`src/rtl/fpr_window_pkg.sv`:
```
package fpr_window_pkg;

  typedef enum logic [1:0] {
    RG_FIXED  = 2'd0,
    RG_SLIDE  = 2'd1,
    RG_GLOBAL = 2'd2,
    RG_OOR    = 2'd3
  } region_e;

  // fixed-region size selected by a size code
  function automatic int unsigned fix_of(input int unsigned code, input int unsigned fix_min);
    return fix_min << code;
  endfunction

  // reduce a sum that is known to be below three spans
  function automatic int unsigned wrap3(input int unsigned sum, input int unsigned span);
    int unsigned s;
    s = sum;
    if (s >= 2 * span) s = s - 2 * span;
    if (s >= span) s = s - span;
    return s;
  endfunction

endpackage

```
`src/rtl/fpr_window_state.sv`:
```
module fpr_window_state
  import fpr_window_pkg::*;
#(
  parameter int unsigned SLIDE_REGS = 128,
  parameter int unsigned FIX_MIN    = 4,
  parameter int unsigned CODE_W     = 2,
  parameter int unsigned BASE_W     = $clog2(SLIDE_REGS),
  parameter int unsigned PIDX_W     = 8
) (
  input  logic              clk,
  input  logic              rst_n,
  input  logic              cfg_we,
  input  logic [CODE_W-1:0] cfg_fix_sel,
  input  logic [BASE_W-1:0] cfg_base,
  input  logic              slide_en,
  input  logic [BASE_W-1:0] slide_amt,
  output logic [PIDX_W-1:0] fix_size,
  output logic [BASE_W-1:0] base
);

  localparam logic [CODE_W-1:0] CODE_RST = '1;

  logic [CODE_W-1:0] code_q;
  logic [BASE_W-1:0] base_q;
  logic [PIDX_W-1:0] span_cur;
  logic [PIDX_W-1:0] span_new;
  logic              ev_cfg;
  logic              ev_slide;
  logic [BASE_W-1:0] base_cfg_red;
  logic [BASE_W-1:0] base_slid;

  assign ev_cfg   = cfg_we;
  assign ev_slide = slide_en && !cfg_we;

  assign fix_size = PIDX_W'(fix_of(int'(code_q), FIX_MIN));
  assign span_cur = PIDX_W'(SLIDE_REGS - fix_of(int'(code_q), FIX_MIN));
  assign span_new = PIDX_W'(SLIDE_REGS - fix_of(int'(cfg_fix_sel), FIX_MIN));

  assign base_cfg_red = BASE_W'(wrap3(int'(cfg_base), int'(span_new)));
  assign base_slid    = BASE_W'(wrap3(int'(base_q) + int'(slide_amt), int'(span_cur)));

  always_ff @(posedge clk) begin
    if (!rst_n) begin
      code_q <= CODE_RST;
      base_q <= '0;
    end else if (ev_cfg) begin
      code_q <= cfg_fix_sel;
      base_q <= base_cfg_red;
    end else if (ev_slide) begin
      base_q <= base_slid;
    end
  end

  assign base = base_q;

  AST_BASE_IN_SPAN: assert property (@(posedge clk) disable iff (!rst_n)
    PIDX_W'(base_q) < span_cur);

  AST_CFG_LOADS_CODE: assert property (@(posedge clk) disable iff (!rst_n)
    cfg_we |=> code_q == $past(cfg_fix_sel));

  AST_CFG_BEATS_SLIDE: assert property (@(posedge clk) disable iff (!rst_n)
    (cfg_we && slide_en && (PIDX_W'(cfg_base) < span_new)) |=> base_q == $past(cfg_base));

  AST_IDLE_HOLDS: assert property (@(posedge clk) disable iff (!rst_n)
    (!cfg_we && !slide_en) |=> ($stable(base_q) && $stable(code_q)));

endmodule

```
`src/rtl/fpr_window_lane.sv`:
```
module fpr_window_lane
  import fpr_window_pkg::*;
#(
  parameter int unsigned SLIDE_REGS  = 128,
  parameter int unsigned GLOBAL_REGS = 32,
  parameter int unsigned NORMAL_REGS = 32,
  parameter int unsigned BASE_W      = 7,
  parameter int unsigned PIDX_W      = 8
) (
  input  logic              clk,
  input  logic              rst_n,
  input  logic [PIDX_W-1:0] fix_size,
  input  logic [BASE_W-1:0] base,
  input  logic              ext,
  input  logic              valid,
  input  logic [PIDX_W-1:0] lidx,
  output logic              o_valid,
  output logic [PIDX_W-1:0] o_pidx,
  output logic              o_illegal
);

  localparam int unsigned TOTAL = SLIDE_REGS + GLOBAL_REGS;

  region_e           region;
  logic              ext_only;
  logic              illegal;
  logic [PIDX_W-1:0] span;
  logic [PIDX_W-1:0] rot_idx;
  logic [PIDX_W-1:0] pidx;

  always_comb begin
    if (int'(lidx) >= TOTAL)            region = RG_OOR;
    else if (int'(lidx) >= SLIDE_REGS)  region = RG_GLOBAL;
    else if (lidx >= fix_size)          region = RG_SLIDE;
    else                                region = RG_FIXED;
  end

  assign ext_only = int'(lidx) >= NORMAL_REGS;
  assign illegal  = valid && ((region == RG_OOR) || (ext_only && !ext));
  assign span     = PIDX_W'(SLIDE_REGS) - fix_size;
  assign rot_idx  = fix_size +
                    PIDX_W'(wrap3(int'(lidx - fix_size) + int'(base), int'(span)));

  always_comb begin
    pidx = '0;
    if (valid && !illegal) begin
      case (region)
        RG_SLIDE: pidx = rot_idx;
        default:  pidx = lidx;
      endcase
    end
  end

  assign o_valid   = valid;
  assign o_pidx    = pidx;
  assign o_illegal = illegal;

  AST_FIXED_IDENTITY: assert property (@(posedge clk) disable iff (!rst_n)
    (valid && !illegal && region == RG_FIXED) |-> o_pidx == lidx);

  AST_ROTATE_RANGE: assert property (@(posedge clk) disable iff (!rst_n)
    (valid && !illegal && region == RG_SLIDE) |->
      (o_pidx >= fix_size && int'(o_pidx) < SLIDE_REGS));

  AST_GLOBAL_IDENTITY: assert property (@(posedge clk) disable iff (!rst_n)
    (valid && !illegal && region == RG_GLOBAL) |-> o_pidx == lidx);

  AST_ILLEGAL_ZERO: assert property (@(posedge clk) disable iff (!rst_n)
    o_illegal |-> o_pidx == '0);

  AST_OOR_FLAGGED: assert property (@(posedge clk) disable iff (!rst_n)
    (valid && int'(lidx) >= TOTAL) |-> o_illegal);

  AST_IDLE_LANE: assert property (@(posedge clk) disable iff (!rst_n)
    !valid |-> (!o_valid && !o_illegal && o_pidx == '0));

endmodule

```
`src/rtl/fpr_window_map.sv`:
```
module fpr_window_map
  import fpr_window_pkg::*;
#(
  parameter int unsigned SLIDE_REGS  = 128,
  parameter int unsigned GLOBAL_REGS = 32,
  parameter int unsigned NORMAL_REGS = 32,
  parameter int unsigned FIX_MIN     = 4,
  parameter int unsigned CODE_W      = 2,
  parameter int unsigned LANES       = 3,
  parameter int unsigned BASE_W      = $clog2(SLIDE_REGS),
  parameter int unsigned PIDX_W      = $clog2(SLIDE_REGS + GLOBAL_REGS)
) (
  input  logic                         clk,
  input  logic                         rst_n,
  input  logic                         cfg_we,
  input  logic [CODE_W-1:0]            cfg_fix_sel,
  input  logic [BASE_W-1:0]            cfg_base,
  input  logic                         slide_en,
  input  logic [BASE_W-1:0]            slide_amt,
  input  logic                         lk_ext,
  input  logic [LANES-1:0]             lk_valid,
  input  logic [LANES-1:0][PIDX_W-1:0] lk_lidx,
  output logic [LANES-1:0]             pk_valid,
  output logic [LANES-1:0][PIDX_W-1:0] pk_pidx,
  output logic [LANES-1:0]             pk_illegal
);

  logic [PIDX_W-1:0] fix_size;
  logic [BASE_W-1:0] base;

  fpr_window_state #(
    .SLIDE_REGS(SLIDE_REGS),
    .FIX_MIN   (FIX_MIN),
    .CODE_W    (CODE_W),
    .BASE_W    (BASE_W),
    .PIDX_W    (PIDX_W)
  ) u_state (
    .clk        (clk),
    .rst_n      (rst_n),
    .cfg_we     (cfg_we),
    .cfg_fix_sel(cfg_fix_sel),
    .cfg_base   (cfg_base),
    .slide_en   (slide_en),
    .slide_amt  (slide_amt),
    .fix_size   (fix_size),
    .base       (base)
  );

  for (genvar g = 0; g < LANES; g++) begin : g_lane
    fpr_window_lane #(
      .SLIDE_REGS (SLIDE_REGS),
      .GLOBAL_REGS(GLOBAL_REGS),
      .NORMAL_REGS(NORMAL_REGS),
      .BASE_W     (BASE_W),
      .PIDX_W     (PIDX_W)
    ) u_lane (
      .clk      (clk),
      .rst_n    (rst_n),
      .fix_size (fix_size),
      .base     (base),
      .ext      (lk_ext),
      .valid    (lk_valid[g]),
      .lidx     (lk_lidx[g]),
      .o_valid  (pk_valid[g]),
      .o_pidx   (pk_pidx[g]),
      .o_illegal(pk_illegal[g])
    );
  end

endmodule

```
`config.mk`:
```
export PLATFORM = sky130hd
export DESIGN_NAME = fpr_window_map
export DESIGN_NICKNAME = d
export VERILOG_FILES = /design/src/rtl/fpr_window_pkg.sv /design/src/rtl/fpr_window_state.sv /design/src/rtl/fpr_window_lane.sv /design/src/rtl/fpr_window_map.sv
export SDC_FILE = /design/constraint.sdc
export NUM_CORES = 1
export LEC_CHECK = 0
export BUFFER_PORTS_ARGS = -buffer_cell sky130_fd_sc_hd__clkbuf_2
export CAP_MARGIN = 30
export CORE_ASPECT_RATIO = 1.25
export CORE_UTILIZATION = 40
export CTS_BUF_LIST = sky130_fd_sc_hd__clkbuf_4
export CTS_CLUSTER_DIAMETER = 80
export DETAILED_ROUTE_END_ITERATION = 6
export GPL_TIMING_DRIVEN = 0
export PLACE_DENSITY = 0.66
export SLEW_MARGIN = 20
export SYNTH_ARGS = -nofsm -noshare
export SYNTH_HDL_FRONTEND = slang
export SYNTH_HIERARCHICAL = 1
export SYNTH_SLANG_ARGS = --single-unit
```
`constraint.sdc`:
```
create_clock -name clk -period 11.9 [get_ports clk]
set_clock_uncertainty 0.05 [all_clocks]
set_input_delay 1.785 -clock clk [delete_from_list [all_inputs] [get_ports clk]]
set_output_delay 1.785 -clock clk [all_outputs]
set_load 0.03 [all_outputs]
```
==> results of run 1 <==
## tightest hold or removal path: stages (launching register included)
cell,delay (ns)
dfxtp_1,0.40
mux2i_1,0.09
nand2_1,0.06
## timing repair
action,in CTS,in global routing
pin swaps,12,26
hold buffers,0,0
setup endpoints to repair,11,13
setup buffers,10,27
cloned,0,0
gates resized for setup,39,52
## placed cells by master, fill, tap and decap left out, types with 23 or more instances in the layout
master | synthesis | routed
a21o_1 | 41 | 41
nand3_1 | 25 | 25
xor2_1 | 33 | 33
nand2_1 | 100 | 98
o21a_1 | 25 | 23
clkbuf_2 | 0 | 73
xnor2_1 | 79 | 78
o21ai_0 | 47 | 41
buf_4 | 7 | 45
a21oi_1 | 99 | 82
inv_1 | 103 | 102
nand2b_1 | 24 | 24
nor2_1 | 141 | 137
mux2i_1 | 30 | 29
nor3_1 | 27 | 26
ha_1 | 175 | 163
## metrics by stage
step                      hold WS, ns  instances    util  instance area, µm²  TNS (ns)
after floorplan                0.4442       1322       -                9748         0
after global placement         0.4822       1723  0.4426               10540    -3.051
after detailed placement       0.5142       1723  0.4427               10540    -3.255
after CTS                      0.5284       1734  0.4544               10820         0
after global routing           0.5604       1759  0.4732               11270   -0.1274
final                          0.5300       1759  0.4732               11270         0
## report_power, final
part           switching, mW  total [mW]  internal (mW)
clock                 0.0112      0.0264         0.0152
sequential            0.0102      0.0444         0.0342
combinational           1.49        2.68           1.18
total                   1.51        2.75           1.23
## synth_stat cells (all sizes together) (6+ instances only)
library cell	count
nand4	23
o31ai	8
or2	9
o211ai	8
clkbuf	11
or4	6
or3	13
o21a	26
ha	175
nor2b	13
buf	11
o21ai	54
and4	7
nor2	144
a21oi	102
o21bai	18
a21o	41
a31oi	13
dfxtp	9
a211oi	14
nor3b	10
and3	18
fa	16
a31o	6
nand2b	24
nor4	12
mux2i	31
o2111ai	7
and2	15
mux2	11
nor3	31
o22ai	8
xor2	33
nand2	100
inv	103
nand3	28
xnor2	80
## worst max path at each step
| stage | startpoint | to | slack, ns |
|---|---|---|---|
| CTS | lk_lidx[18] | pk_pidx[23] | 0.005 |
| floorplan | lk_lidx[10] | pk_pidx[15] | 0.67 |
| finish | lk_lidx[10] | pk_pidx[15] | 0.21 |
| global route | lk_lidx[10] | pk_pidx[15] | -0.07 |
| detailed placement | lk_lidx[10] | pk_pidx[15] | -0.67 |
| global placement | lk_lidx[10] | pk_pidx[15] | -0.60 |
## state kept, by name (all words and copies together) (netlist names)
register	count
u_state/base	7
u_state/code_q	2
## cell families after synthesis
kind of cell / count (synthesis) / synth area share
adders and majority gates: 194 / 0.2611
buffers and inverters: 126 / 0.05388
DFF: 9 / 0.01852
other: 2 / 0.0007719
muxes: 42 / 0.04501
xor gates and xnor gates: 113 / 0.1025
and+or+nand+nor: 465 / 0.2478
AOI/OAI and AO/OA: 366 / 0.2705
## area by class of cell
type                    instances  share of cell area
plain buffers                  18             0.01055
clock buffers                   4            0.002665
inverters                     103             0.03432
multi-input cells            1187              0.8407
flip-flops and latches          9             0.01599
well taps                     325             0.03610
repair buffers                113             0.05964
## routing by layer
layer / vias to the layer above / share of wire / GRT usage
met5: - / 0 / 0
met4: 0 / 0.037 / 0.08513
met3: 68 / 0.032 / 0.01709
met2: 199 / 0.53 / 0.4328
met1: 4711 / 0.41 / 0.2453
li1: 5061 / - / -
==> reports/metrics.cfg, run 1 <==
[status]
outcome = finished, final reports clean

[clock_tree]
clock-root-buffer = clkbuf_4
cts_tree = built
clk_latency_ns = 0.26
cts_made_buffers = 3
path_clk_slew_ns = 0.06
cts_sinks = 9
cts_max_level = 1
cts_buffer_depth = 2

[global_routing]
grt-ovfl-total = 0
grt_pass1_wl_mm = 45.44
antenna_found_initial = 0
grt_pass1_vias = 9761
grt_usage = 0.2215
grt_max_degree = 22

[cells_and_area]
area_delta_synth_final_pct = 15.79
drive_gt1_frac = 0.1799
n_antenna_cell = 0
seq_area_um2 = 180.2
fill_cells = 2452
final_nets = 1674
multi_input_area_um2 = 9472

[yosys]
syn_area_um2 = 9729
synth_top_area_share = 0.2251
ys_ff_latch = 9
async_flop_share = 0
ys_top_cells_by_area = ha_1 (23%), xnor2_1 (7.1%), nor2_1 (5.4%), a21oi_1 (5.1%), inv_1 (4.0%)
yosysTopAreaCell = ha_1
yosysSeqAreaShare = 0.01852
ys_types = 97
synthFlopType = dfxtp_1
synthCells = 1317
synth_area_per_cell_um2 = 7.387
synth_edf_count = 0
ys_warn_count = 6

[power_and_ir_drop]
irDropWorstVdd_mv = 0.1128
total_power_mw = 2.746
leakage_nw = 4.991
power_density_nw_per_um2 = 243.8

[critical_path]
critPathArrivalTime_ns = 9.85
critPathKind = input pin to output pin
cp.buffers_inverters = 4
crit_slowest_cell = or4_4
max_stage_delay_ns = 0.49
r2r_setup_slack_ns = 6.87
cp.required_ns = 10.07
endpoint_kind = output pin
timing.rr.start = u_state/base[1]
rr_endpoint = u_state/base[2]
reg2reg_depth = 20
cp_top_family = compound AO/OA/AOI/OAI gates
cp_num_cells = 40
crit_top_cell = a21oi_2
cp-start-kind = input pin
cp_max_fo = 9

[drt]
routed_wl_mm = 28.52
antenna_left = 0
vias = 10040
drtPass1Iterations = 5
drt_iter0_drc = 508
drt-wirelength-per-cell_um = 16.22
avgViaCountPerCell = 5.707
drc = 0

[run]
maxCapViolations = 0

[die]
die_y_um = 176.4
initial_core_util = 0.4087
io_pins = 78
die-width_um = 141.5
rows = 63
core-area_um2 = 23810
die_area_um2 = 24960

[hold_path]
min_from = u_state/code_q[0]
min_path_cells = 2
min_to = u_state/code_q[0]
hold_path.class = register to register

[sta]
layout_setup_ws_ns = 0.2128
finalHoldViolations = 0
period_share = 0.9821
max_slew_margin = 0.4441
final_max_slew_viol_count = 0
fmax_mhz = 85.56
finalSetupViolations = 0
max_slew.worst_pin.slew_ns = 0.8301
fin_crit_ns = 11.69

[placed_design]
numPortBuffers = 76
place_ws_ns = -0.6702
dp_hpwl_mm = 23.40
routabilityCongestion = 0.9201

Power figures use the tool's default switching activity.
==> run 2, diff against run 1 <==
Settings changed: REMOVE_ABC_BUFFERS set to 1.
==> reports/metrics.cfg, run 2 (synthesis results as in run 1) <==
[status]
outcome = finished, final reports clean

[critical_path]
endpoint_kind = output pin
crit_slowest_cell = or4_4
cp_max_fo = 7  ; -2
critPathKind = input pin to output pin
cp.required_ns = 10.07  ; about the same
crit_top_cell = a21oi_2
cp-start-kind = input pin
critPathArrivalTime_ns = 9.76  ; -0.09 ns
max_stage_delay_ns = 0.57  ; +0.08 ns

[die]
io_pins = 78  ; unchanged
die_y_um = 176.4  ; unchanged
rows = 63  ; unchanged
die-width_um = 141.5  ; unchanged
core-area_um2 = 23810  ; unchanged
die_area_um2 = 24960  ; unchanged
initial_core_util = 0.4087  ; unchanged

[sta]
max_slew_margin = 0.3336  ; -0.1105
max_slew.worst_pin.slew_ns = 0.9929  ; +0.1628 ns
fin_crit_ns = 11.60  ; -0.09138 ns
totalNegativeSetupSlack_ns = 0  ; unchanged
finalHoldViolations = 0  ; unchanged
fmax_mhz = 86.24  ; +0.79%
final_max_slew_viol_count = 0  ; unchanged
finalSetupViolations = 0  ; unchanged
period_share = 0.9744  ; -0.007679
rsz0062_at_grt = yes

[power_and_ir_drop]
irDropWorstVdd_mv = 0.1126  ; -0.19%
leakage_nw = 4.938  ; -1.1%
power_density_nw_per_um2 = 243.7  ; about the same

[cells_and_area]
largest_reg_flops = 7  ; unchanged
design_area_um2 = 11200  ; -0.58%
area_delta_synth_final_pct = 15.12
final_nets = 1657  ; -1.0%
drive_gt1_frac = 0.1771  ; -0.002782
n_antenna_cell = 0  ; unchanged
fin_util = 0.4705  ; -0.002733
fin_cells = 1742  ; -0.97%
final_common_cell = ha_1
final_cell_mix = ha_1 (161), nor2_1 (137), inv_1 (102)

[drt]
antenna_left = 0  ; unchanged
drt_iter0_drc = 516  ; +1.6%
drc = 0  ; unchanged
avgViaCountPerCell = 5.741  ; +0.58%
routed_wl_mm = 28.58  ; +0.20%
drtPass1Iterations = 5  ; unchanged
vias = 10000  ; -0.39%
drt-wirelength-per-cell_um = 16.41  ; +1.2%

[run]
maxCapViolations = 0  ; unchanged

[global_routing]
grt_max_degree = 22  ; unchanged
antenna_found_initial = 0  ; unchanged
grt-ovfl-total = 0  ; unchanged
grt_usage = 0.2210  ; -0.0005841
grt_pass1_wl_mm = 45.19  ; -0.55%
grt_pass1_vias = 9350  ; -4.2%

[clock_tree]
path_clk_slew_ns = 0.06  ; about the same
cts_made_buffers = 3  ; unchanged
clk_latency_ns = 0.26  ; about the same
cts_hold_buf = 0  ; unchanged
clock-root-buffer = clkbuf_4
cts_buffer_depth = 2  ; unchanged
cts_sinks = 9  ; unchanged
cts_tree = built
cts_max_level = 1  ; unchanged

[placed_design]
post_dp_cell_area_um2 = 10430  ; -1.0%
numPortBuffers = 77  ; +1.3%
place_inst = 1703  ; -1.2%
routabilityCongestion = 0.9118  ; -0.90%
dp_hpwl_mm = 23.14  ; -1.1%

[hold_path]
hold_path.class = register to register

-- run 2: area by class of cell --
type	instances	area (µm²)
multi-input combinational	1188	9530
sequential	9	180.2
inverter	103	386.6
timing repair buffer	113	666.9
tap	325	406.6
clock buffer	4	30.03
fill	2412	12600
-- run 2: metal layers --
layer	share of wire	up-vias	GRT usage
li1	-	5039	-
met1	0.43	4683	0.2611
met2	0.52	226	0.4280
met3	0.028	52	0.007865
met4	0.030	0	0.06317
met5	0	-	0
-- run 2: per-stage QoR --
step | setup WS, ns | hold slack, ns | power [mW]
after floorplan | 0.6825 | 0.4432 | 2.034
final | 0.3042 | 0.5317 | 2.730
after global routing | -0.1363 | 0.5600 | 3.026
after detailed placement | -0.5854 | 0.5121 | 2.507
after CTS | 0.02367 | 0.5292 | 2.584
after global placement | -0.5018 | 0.4952 | 2.468
-- run 2: worst paths after layout --
check / start / endpoint / slack [ns] / cells past startpoint
worst max register to register: u_state/base[1] / u_state/base[2] / 6.80 / 20
worst max-delay path: lk_lidx[10] / pk_pidx[15] / 0.30 / 37
worst min-delay path: u_state/code_q[0] / u_state/code_q[0] / 0.53 / 2
worst min register to register: u_state/code_q[0] / u_state/code_q[0] / 0.53 / 2
-- run 2: repair_timing --
| action | 4_1_cts | 5_1_grt |
|---|---|---|
| hold endpoints to repair | 0 | 0 |
| pin swaps | 9 | 27 |
| resized for setup | 35 | 63 |
| gates cloned | 0 | 1 |
| endpoints found under the setup margin | 11 | 12 |
| setup buffers | 6 | 28 |
-- run 2: report_power, final --
| group | internal (mW) | switching, mW | total [mW] |
|---|---|---|---|
| combinational | 1.17 | 1.48 | 2.66 |
| clock | 0.0152 | 0.0109 | 0.0261 |
| sequential | 0.0342 | 0.0117 | 0.0459 |
| total | 1.22 | 1.51 | 2.73 |
-- run 2: worst max-delay path: cells and delay by family --
kind / cells / cell delay, ns
AND/OR/NAND/NOR: 7 / 2.37
AO/OA/AOI/OAI: 17 / 2.85
multiplexers: 2 / 0.66
XOR/XNOR: 2 / 0.17
adder cells (fa/ha/maj): 6 / 1.55
buffers and inverters: 3 / 0.36
==> run 3, diff against run 2 <==
Settings changed: PLACE_DENSITY 0.66 to 0.67, SYNTH_HIERARCHICAL 1 to unset.
==> reports/metrics.cfg, run 3 <==
[status]
outcome = finished, final reports clean

[power_and_ir_drop]
irDropWorstVdd_mv = 0.1083  ; -3.8%
power_density_nw_per_um2 = 210.3  ; -14%
leakage_nw = 3.697  ; -25%

[cells_and_area]
multi_input_area_um2 = 6465  ; -32%
final_cell_mix = ha_1 (132), nor2_1 (94), clkbuf_2 (77)
drive_gt1_frac = 0.1587  ; -0.01840
design_area_um2 = 7672  ; -32%
final_nets = 1199  ; -28%
fill_cells = 1703  ; -29%
area_delta_synth_final_pct = 13.30
fin_cells = 1224  ; -30%
n_antenna_cell = 0  ; unchanged
seq_area_um2 = 180.2  ; unchanged
largest_reg_flops = 7  ; unchanged
final_common_cell = ha_1

[critical_path]
rr_endpoint = u_state.base[4]
cp_max_fo = 11  ; +4
cp.required_ns = 10.07  ; about the same
cp-start-kind = input pin
r2r_setup_slack_ns = 6.96  ; +0.16 ns
startpoint = lk_lidx[10]
max_stage_delay_ns = 0.50  ; -0.07 ns
critPathArrivalTime_ns = 9.69  ; -0.07 ns
reg2reg_depth = 18  ; -10%
crit_top_cell = ha_1
timing.rr.start = u_state.base[1]
crit_slowest_cell = or4_4
critPathKind = input pin to output pin
endpoint_kind = output pin

[die]
die_area_um2 = 17460  ; -30%
core-area_um2 = 16400  ; -31%
die_y_um = 147.5  ; -16%
io_pins = 78  ; unchanged
initial_core_util = 0.4130  ; +0.004300
rows = 52  ; -17%
die-width_um = 118.4  ; -16%

[drt]
drt_iter0_drc = 355  ; -31%
drc = 0  ; unchanged
avgViaCountPerCell = 5.636  ; -1.8%
vias = 6898  ; -31%
routed_wl_mm = 18.33  ; -36%
drt-wirelength-per-cell_um = 14.97  ; -8.7%
drtPass1Iterations = 5  ; unchanged
antenna_left = 0  ; unchanged

[sta]
max_slew.worst_pin.slew_ns = 0.8238  ; -0.1691 ns
finalHoldViolations = 0  ; unchanged
finalSetupViolations = 0  ; unchanged
max_slew_margin = 0.4467  ; +0.1130
layout_setup_ws_ns = 0.3780  ; +0.07380 ns
fmax_mhz = 86.79  ; +0.64%
fin_crit_ns = 11.52  ; -0.07380 ns
period_share = 0.9682  ; -0.006202
totalNegativeSetupSlack_ns = 0  ; unchanged
final_max_slew_viol_count = 0  ; unchanged

[yosys]
synthFlopType = dfxtp_1
yosysSeqAreaShare = 0.02661  ; +0.008089
ys_top_cells_by_area = ha_1 (25%), nor2_1 (5.2%), xnor2_1 (4.8%), xor2_1 (4.5%), a21oi_1 (4.4%)
ys_warn_count = 0  ; -6
async_flop_share = 0  ; unchanged
syn_area_um2 = 6771  ; -30%
synth_top_area_share = 0.2494  ; +0.02439
synth_most_common_cell = ha_1
synth_edf_count = 0  ; unchanged
ys_types = 87  ; -10%
ys_ff_latch = 9  ; unchanged
yosysTopAreaCell = ha_1
synth.top_cells.by_count = ha_1 (135), nor2_1 (94), nand2_1 (64), a21oi_1 (59), inv_1 (54)
synthCells = 920  ; -30%
synth_area_per_cell_um2 = 7.360  ; -0.37%

[hold_path]
min_to = u_state.code_q[0]
min_from = u_state.code_q[0]
min_path_cells = 2  ; unchanged
hold_path.class = register to register

[clock_tree]
clock-root-buffer = clkbuf_4
cts_sinks = 9  ; unchanged
cts_made_buffers = 3  ; unchanged
path_clk_slew_ns = 0.06  ; about the same
cts_max_level = 1  ; unchanged
cts_hold_buf = 0  ; unchanged
cts_buffer_depth = 2  ; unchanged
clk_latency_ns = 0.26  ; about the same
cts_tree = built

[global_routing]
grt_max_degree = 18  ; -18%
grt_usage = 0.2020  ; -0.01898
grt_pass1_wl_mm = 29.57  ; -35%
antenna_found_initial = 0  ; unchanged
grt-ovfl-total = 0  ; unchanged
grt_pass1_vias = 6503  ; -30%

[placed_design]
post_dp_cell_area_um2 = 7380  ; -29%
dp_hpwl_mm = 15.20  ; -34%
place_ws_ns = -0.2941  ; +0.2913 ns
place_inst = 1204  ; -29%
numPortBuffers = 77  ; unchanged
routabilityCongestion = 0.9286  ; +1.8%

[run]
maxCapViolations = 0  ; unchanged

## run 3: cell count changes after synthesis, moves of 36 or more
cell	change
a21oi_1	-40
xnor2_1	-42
inv_1	-49
nor2_1	-47
nand2_1	-36
ha_1	-40
## run 3: per-layer routing
| layer | track usage | part of all wire | vias to the layer above |
|---|---|---|---|
| met5 | 0 | 0 | - |
| met4 | 0.04114 | 0.018 | 0 |
| met3 | 0.008488 | 0.024 | 18 |
| met2 | 0.3862 | 0.50 | 117 |
| met1 | 0.2489 | 0.46 | 3191 |
| li1 | - | - | 3572 |
## run 3: logic make-up after synthesis
group                    Yosys count  synth area share
AO/OA/AOI/OAI                    250            0.2496
XOR/XNOR                          72           0.09313
adder cells (fa/ha/maj)          143            0.2716
buffers and inverters             74           0.04619
flip-flops                         9           0.02661
multiplexers                      41           0.06375
other                              2          0.001109
AND/OR/NAND/NOR                  329            0.2480
## run 3: worst max-delay path by stage
stage	to	slack [ns]	cells past startpoint
3_5_place_dp	pk_pidx[15]	-0.29	35
5_1_grt	pk_pidx[15]	-0.04	36
3_3_place_gp	pk_pidx[15]	-0.16	35
6_report	pk_pidx[15]	0.38	36
4_1_cts	pk_pidx[15]	0.04	35
2_1_floorplan	pk_pidx[6]	0.97	34
## run 3: timing repair
item	in CTS	in global routing
setup endpoints to repair	2	10
buffers inserted	0	16
pin swaps	0	7
resized for setup	6	25
## run 3: layout make-up
cell class	count	area share
multi-input combinational	844	0.8426
inverter	57	0.02789
sequential	9	0.02348
tap	216	0.03523
timing repair buffer	94	0.06686
clock buffer	4	0.003914
## run 3: metrics by stage
stage	total power, mW	utilization	hold slack [ns]
after detailed placement	1.512	0.4501	0.5278
after CTS	1.551	0.4536	0.5434
after floorplan	1.247	-	0.4418
after global routing	1.799	0.4679	0.5928
final	1.613	0.4679	0.5487
after global placement	1.493	0.4486	0.5323
## run 3: worst max-delay path, delay by kind of cell
kind / cells / cell delay (ns)
AOI/OAI and AO/OA: 12 / 2.28
and+or+nand+nor: 11 / 2.44
adders and majority gates: 6 / 1.88
buffers and inverters: 4 / 0.47
muxes: 3 / 0.82
## run 3: power by group
| group | internal, mW | total (mW) | switching [mW] |
|---|---|---|---|
| logic | 0.676 | 1.54 | 0.868 |
| registers | 0.0337 | 0.0440 | 0.0103 |
| clock network | 0.0152 | 0.0256 | 0.0105 |
| total | 0.725 | 1.61 | 0.888 |
